<file path="src/rtl/kp_keycode_rx.sv">
module kp_keycode_rx #(
  parameter int IDLE_CYCLES = 50000,
  parameter int SYNC_STAGES = 2
) (
  input  logic       clk,
  input  logic       rst,
  input  logic       kb_clk,
  input  logic       kb_dat,
  output logic [4:0] key_id
);

  localparam int IW         = $clog2(IDLE_CYCLES + 1);
  localparam int FRAME_BITS = 11;
  localparam logic [3:0] LAST_BIT = 4'(FRAME_BITS - 1);
  localparam logic [4:0] K_NONE   = 5'h1E;
  localparam logic [7:0] PFX_EXT  = 8'hE0;
  localparam logic [7:0] PFX_BRK  = 8'hF0;

  logic [SYNC_STAGES-1:0] ck_sr, dt_sr;
  logic                   ck_s, dt_s, ck_d, fall;
  logic [IW-1:0]          idle_cnt;
  logic                   idle_full;
  logic [3:0]             bit_n, cur_n;
  logic [10:0]            frm, nf;
  logic                   last, good;
  logic                   byte_v;
  logic [7:0]             byte_q;
  logic                   ext, brk;
  logic [31:0]            held;
  logic [4:0]             code;

  assign ck_s      = ck_sr[SYNC_STAGES-1];
  assign dt_s      = dt_sr[SYNC_STAGES-1];
  assign fall      = ck_d & ~ck_s;
  assign idle_full = (idle_cnt == IW'(IDLE_CYCLES));
  assign cur_n     = idle_full ? 4'd0 : bit_n;
  assign nf        = {dt_s, frm[10:1]};
  assign last      = fall && (cur_n == LAST_BIT);
  assign good      = ~nf[0] & nf[10] & (^nf[9:1]);

  always_ff @(posedge clk) begin
    if (rst) begin
      ck_sr <= '1;
      dt_sr <= '1;
    end else begin
      ck_sr <= {ck_sr[SYNC_STAGES-2:0], kb_clk};
      dt_sr <= {dt_sr[SYNC_STAGES-2:0], kb_dat};
    end
  end

  always_ff @(posedge clk) begin
    if (rst) begin
      ck_d     <= 1'b1;
      idle_cnt <= '0;
      bit_n    <= '0;
      frm      <= '0;
      byte_v   <= 1'b0;
      byte_q   <= '0;
    end else begin
      ck_d   <= ck_s;
      byte_v <= last & good;
      if (last) byte_q <= nf[8:1];
      if (!ck_s) idle_cnt <= '0;
      else if (!idle_full) idle_cnt <= idle_cnt + 1'b1;
      if (fall) begin
        frm   <= nf;
        bit_n <= last ? 4'd0 : cur_n + 4'd1;
      end else if (idle_full) begin
        bit_n <= '0;
      end
    end
  end

  function automatic logic [4:0] lookup(input logic e, input logic [7:0] sc);
    case ({e, sc})
      {1'b0, 8'h70}: return 5'h00;
      {1'b0, 8'h69}: return 5'h01;
      {1'b0, 8'h72}: return 5'h02;
      {1'b0, 8'h7A}: return 5'h03;
      {1'b0, 8'h6B}: return 5'h04;
      {1'b0, 8'h73}: return 5'h05;
      {1'b0, 8'h74}: return 5'h06;
      {1'b0, 8'h6C}: return 5'h07;
      {1'b0, 8'h75}: return 5'h08;
      {1'b0, 8'h7D}: return 5'h09;
      {1'b0, 8'h5A}: return 5'h0A;
      {1'b1, 8'h5A}: return 5'h0A;
      {1'b1, 8'h71}: return 5'h0B;
      {1'b0, 8'h79}: return 5'h0C;
      {1'b0, 8'h7C}: return 5'h0D;
      {1'b0, 8'h71}: return 5'h0E;
      {1'b0, 8'h77}: return 5'h1A;
      {1'b1, 8'h70}: return 5'h1B;
      {1'b0, 8'h7B}: return 5'h1C;
      {1'b1, 8'h4A}: return 5'h1D;
      default:       return K_NONE;
    endcase
  endfunction

  assign code = lookup(ext, byte_q);

  always_ff @(posedge clk) begin
    if (rst) begin
      key_id <= K_NONE;
      ext    <= 1'b0;
      brk    <= 1'b0;
      held   <= '0;
    end else begin
      key_id <= K_NONE;
      if (byte_v) begin
        if (byte_q == PFX_EXT) begin
          ext <= 1'b1;
        end else if (byte_q == PFX_BRK) begin
          brk <= 1'b1;
        end else begin
          ext <= 1'b0;
          brk <= 1'b0;
          if (code != K_NONE) begin
            if (brk) begin
              held[code] <= 1'b0;
            end else if (!held[code]) begin
              held[code] <= 1'b1;
              key_id     <= code;
            end
          end
        end
      end
    end
  end

  assert_reset_idle_R1: assert property (@(posedge clk)
    $past(rst) |-> key_id == K_NONE);

  assert_key_needs_frame_R2: assert property (@(posedge clk) disable iff (rst)
    key_id != K_NONE |-> $past(byte_v));

  assert_held_on_emit_R7: assert property (@(posedge clk) disable iff (rst)
    key_id != K_NONE |-> held[key_id]);

  assert_code_alphabet_R8: assert property (@(posedge clk) disable iff (rst)
    (key_id <= 5'h0E) || (key_id >= 5'h1A && key_id <= 5'h1E));

  assert_single_cycle_R9: assert property (@(posedge clk) disable iff (rst)
    key_id != K_NONE |=> key_id == K_NONE);

  assert_idle_realign_R10: assert property (@(posedge clk) disable iff (rst)
    (idle_full && ck_s) |=> bit_n == 4'd0);

endmodule

</file>
<file path="config.mk">
export PLATFORM = sky130hd
export DESIGN_NAME = kp_keycode_rx
export DESIGN_NICKNAME = d
export VERILOG_FILES = /design/src/rtl/kp_keycode_rx.sv
export SDC_FILE = /design/constraint.sdc
export NUM_CORES = 1
export LEC_CHECK = 0
export CAP_MARGIN = 30
export CORE_MARGIN = 5
export CORE_UTILIZATION = 35
export DETAILED_ROUTE_END_ITERATION = 12
export GPL_TIMING_DRIVEN = 0
export PLACE_DENSITY = 0.49
export SKIP_LAST_GASP = 1
export SYNTH_ARGS = -nofsm -noshare
export SYNTH_HDL_FRONTEND = slang
export SYNTH_SLANG_ARGS = --single-unit
</file>
<file path="constraint.sdc">
create_clock -name clk -period 5.2 [get_ports clk]
set_clock_uncertainty 0.1 [all_clocks]
set_input_delay 1.04 -clock clk [delete_from_list [all_inputs] [get_ports clk]]
set_output_delay 1.04 -clock clk [all_outputs]
set_load 0.03 [all_outputs]
</file>
After elaboration in Yosys (flattened, before gate mapping)
Index checks and enable logic that the tools add are counted.

operators by class
  $add $sub $neg = 2
  reductions and logical operators = 9
  equality and inequality tests = 27
  multiplexer cells = 13
  magnitude comparators = 2
  bitwise operators = 13

operator list
  operator                 count
  $eq A9 B7 Y1 const B     16
  $pmux W5 S19             1
  $mux W32                 2
  $eq A9 B9 Y1 const B     4
  $and A32 B32 Y32         1
  $not A32 Y32             1
  $or A32 B32 Y32          1
  $add A16 B1 Y16 const B  1
  $eq A16 B16 Y1 const B   1
  $eq A8 B8 Y1 const B     2
  $mux W4                  3
  $reduce_xor A9 Y1        1
  $reduce_or A7 Y1         1
  $lt A5 B6 Y1 const B     1
  $not A1 Y1               6
  $bmux W1 S5              1
  $demux W1 S5             1
  $ge A5 B1 Y1 const B     1
  $mux W1                  5
  $ne A5 B5 Y1 const B     1
  $reduce_and A5 Y1        1
  $add A4 B1 Y4 const B    1
  $and A1 B1 Y1            4
  $eq A4 B4 Y1 const B     1
  4 further kinds          8

storage, ports and cells
  register bits = 84
  output and inout port bits = 5
  input bits = 4

Depth between registers and ports, before layout
  depth in word-level cells = 10
  depth in mapped cells = 13
  mapped depth without buffers = 12

Worst setup path before layout
No wires, ideal clock.

  path kind = register -> register
  start point = register byte_q[0]
  end point = register (tool-made name)
  buffers on the path = 2
  library setup time = 117 ps
  stages on the path, launching flop included = 11
  arrival = 3221 ps
  clock period less this slack = 3438 ps
  path slack = 1762 ps
  cell sequence = dfxtp_1 > or4b_2 > a211o_1 > buf_2 > nand4_1 > a21o_1 > mux2_4 > a221o_1 > or4_1 > buf_2 > a32o_1

RTL lines
  what                    RTL line  RTL
  from (decl)             27        logic [7:0] byte_q;
  from (signal assigned)  62        if (last) byte_q <= nf[8:1];

==> impl_metrics.tcl <==
set metrics [dict create \
    slew_violations 0 \
    fmax_mhz 265 \
    syn_avg_cell_area_um2 8.28 \
    syn2layout_area_growth_pct 12.5 \
    critPathMaxFanout 9 \
    crit_slowest_cell "or4b_2" \
    die_h_um 113 \
    fin_ws_ns 1.43 \
    postCtsHoldBufs 0 \
    placed_area_um2 3970 \
    end_kind "flop" \
    insertedDiodeCount 0 \
    reg2reg_depth 10 \
    synth_ff_type "dfxtp_1" \
    fin_area_um2 4190 \
    ir_drop_uv 186 \
    drt-vias-per-instance 5.31 \
    hold_viol 0 \
    cts_root_buf "clkbuf_8" \
    rrSetupSlack_ns 1.43 \
    synth_area_leaders "dfxtp_1, nor2_1, nand2_1" \
    final_cell_count_no_fill 609 \
    cts_setup_buffers 0 \
    dp_worst_setup_slack_ns 1.46 \
    num_io_pins 9 \
    die_x_um 113 \
    final_net_count 476 \
    htreeDepth 3 \
    path_clk_slew_ns 0.08 \
    timing_worst_setup_path_type "reg -> reg" \
    synth_edf_count 0 \
    synth_nets 458 \
    die-area_um2 12800 \
    slew_headroom_pct 48.2 \
    wl_mm 9.33 \
    numCtsBuffers 9 \
    finalSetupViolations 0 \
    synth_warnings 0 \
    critPathArrivalTime_ns 3.91 \
    cp.required_ns 5.34 \
    synth-seq-cells 73 \
    drtIter0Drc 236 \
    tightest_slew_ns 0.767 \
    synth_top_area_share_pct 39.2 \
    dp.cells 593 \
    cts_tree "yes" \
    clk_latency_ns 0.34 \
    grt_max_degree 15 \
    rsz0062_at_grt "false" \
    core_area_um2 10400 \
    synth_commonest_cells "dfxtp_1, nor2_1, nand2_1" \
    status "complete, no violations" \
    io_buffers 7 \
    cts.sinks 73 \
    power_leakage_uw 0.00135 \
    dr.pass1.iters 5 \
    finalCritPeriodShare_pct 72.5 \
    ys_types 60 \
    fin_setup_tns_ns 0 \
    gp_congestion 0.842 \
    yosysMostFrequentCell "dfxtp_1" \
    seq_area_frac_synth_pct 39.2 \
    grt_antenna_before_repair 0 \
    async_reset_ff_share_pct 0 \
    remaining_drc_errors 0 \
    place_hpwl_mm 6.96 \
    cp-start-kind "flop" \
    hp-class "reg -> reg" \
    grt_pass1_vias 3079 \
    ant_nets 0 \
    max_cap_viol_count 0 \
    initial_core_util_pct 35.9 \
    slowest_delay_ns 0.69 \
    regToRegStartpoint "byte_q[0]" \
    crit_chain "or4b_2 > a211o_1 > buf_2 > nand4_1 > a21o_1 > mux2_4 > a221o_1 > or4_1 > buf_2 > a32o_1" \
    num_rows 37 \
    grt.overflow.total 0 \
    power_density_nw_per_um2 262 \
    drive_above_1_share_pct 8.03 \
    netlist_instances 450 \
    holdWs_ns 0.320 \
    min_period_ns 3.77 \
    crit_start "byte_q[0]" \
    grt_usage_pct 15.5 \
    ctsResizeCount 0 \
    post_drt_wl_per_cell_um 15.3 \
    cts.path.max_buffers 2 \
    yosys.area.top_type "dfxtp_1" \
    grt_pass1_wl_mm 16.0 \
    via_count 3235 \
    netlist_area_um2 3720 \
    path_common_cell "buf_2" \
]
-- cells in the final DEF, fill, tap and decap left out, types with 6 or more instances in the layout --
cell type	n
a211oi_1	6
clkdlybuf4s50_1	7
or3_1	11
nand2_1	44
buf_2	7
nor3_1	12
dfxtp_1	73
nor2b_1	9
mux2i_1	14
nand4_1	7
and2_1	6
nand3_1	14
xnor2_1	12
nor2_1	56
clkbuf_8	9
xor2_1	13
inv_1	9
clkbuf_1	23
o21ai_0	13
or2_2	7
a21oi_1	30
-- cells by family after synthesis --
kind of cell	synth area share, %
AND/OR/NAND/NOR	28.7
adder cells (fa/ha/maj)	1.34
buffers and inverters	4.57
flip-flops	39.2
multiplexers	4.17
XOR/XNOR	5.88
AO/OA/AOI/OAI	16.2
-- per-layer routing --
layer | GRT usage [%] | up-vias | share of wire (%)
li1 | - | 1634 | -
met1 | 23.0 | 1522 | 51
met2 | 22.6 | 75 | 43
met3 | 3.58 | 4 | 5.0
met4 | 3.77 | 0 | 0.58
met5 | 0 | - | 0
-- critical path: cells and delay by family (launching register included) --
family,cells,cell delay [ns]
simple gates,3,1.43
compound gates,4,1.07
flops,1,0.37
buf+inv,2,0.37
mux,1,0.32
-- per-stage QoR --
step	power (uW)	utilization, %
5_1_grt	1150	40.4
3_5_place_dp	609	38.2
3_3_place_gp	609	38.2
2_1_floorplan	599	-
4_1_cts	1120	40.4
6_report	1100	40.4
-- area by class of cell --
| type | instances | area [um2] |
|---|---|---|
| plain buffers | 32 | 136 |
| clock buffers | 9 | 124 |
| clock inverters | 7 | 103 |
| fillers | 1071 | 6180 |
| inverters | 9 | 33.8 |
| multi-input cells | 336 | 2090 |
| flip-flops and latches | 73 | 1460 |
| well taps | 136 | 170 |
| repair buffers | 7 | 70.1 |
-- worst min-delay path by stage --
| stage | start | to | slack, ns | cells past startpoint |
|---|---|---|---|---|
| floorplan | ck_sr[0] | ck_sr[1] | 0.29 | 1 |
| global placement | ck_sr[0] | ck_sr[1] | 0.30 | 1 |
| detailed placement | dt_sr[0] | dt_sr[1] | 0.30 | 1 |
| CTS | dt_sr[0] | dt_sr[1] | 0.32 | 1 |
| global route | dt_sr[0] | dt_sr[1] | 0.33 | 1 |
| finish | dt_sr[0] | dt_sr[1] | 0.32 | 1 |
-- power by group --
| part | total (uW) | switching, uW | internal, uW |
|---|---|---|---|
| combinational | 28.1 | 19.0 | 9.05 |
| clock | 502 | 227 | 275 |
| sequential | 567 | 4.23 | 563 |
Note: power is estimated with default switching activity, not from simulation.
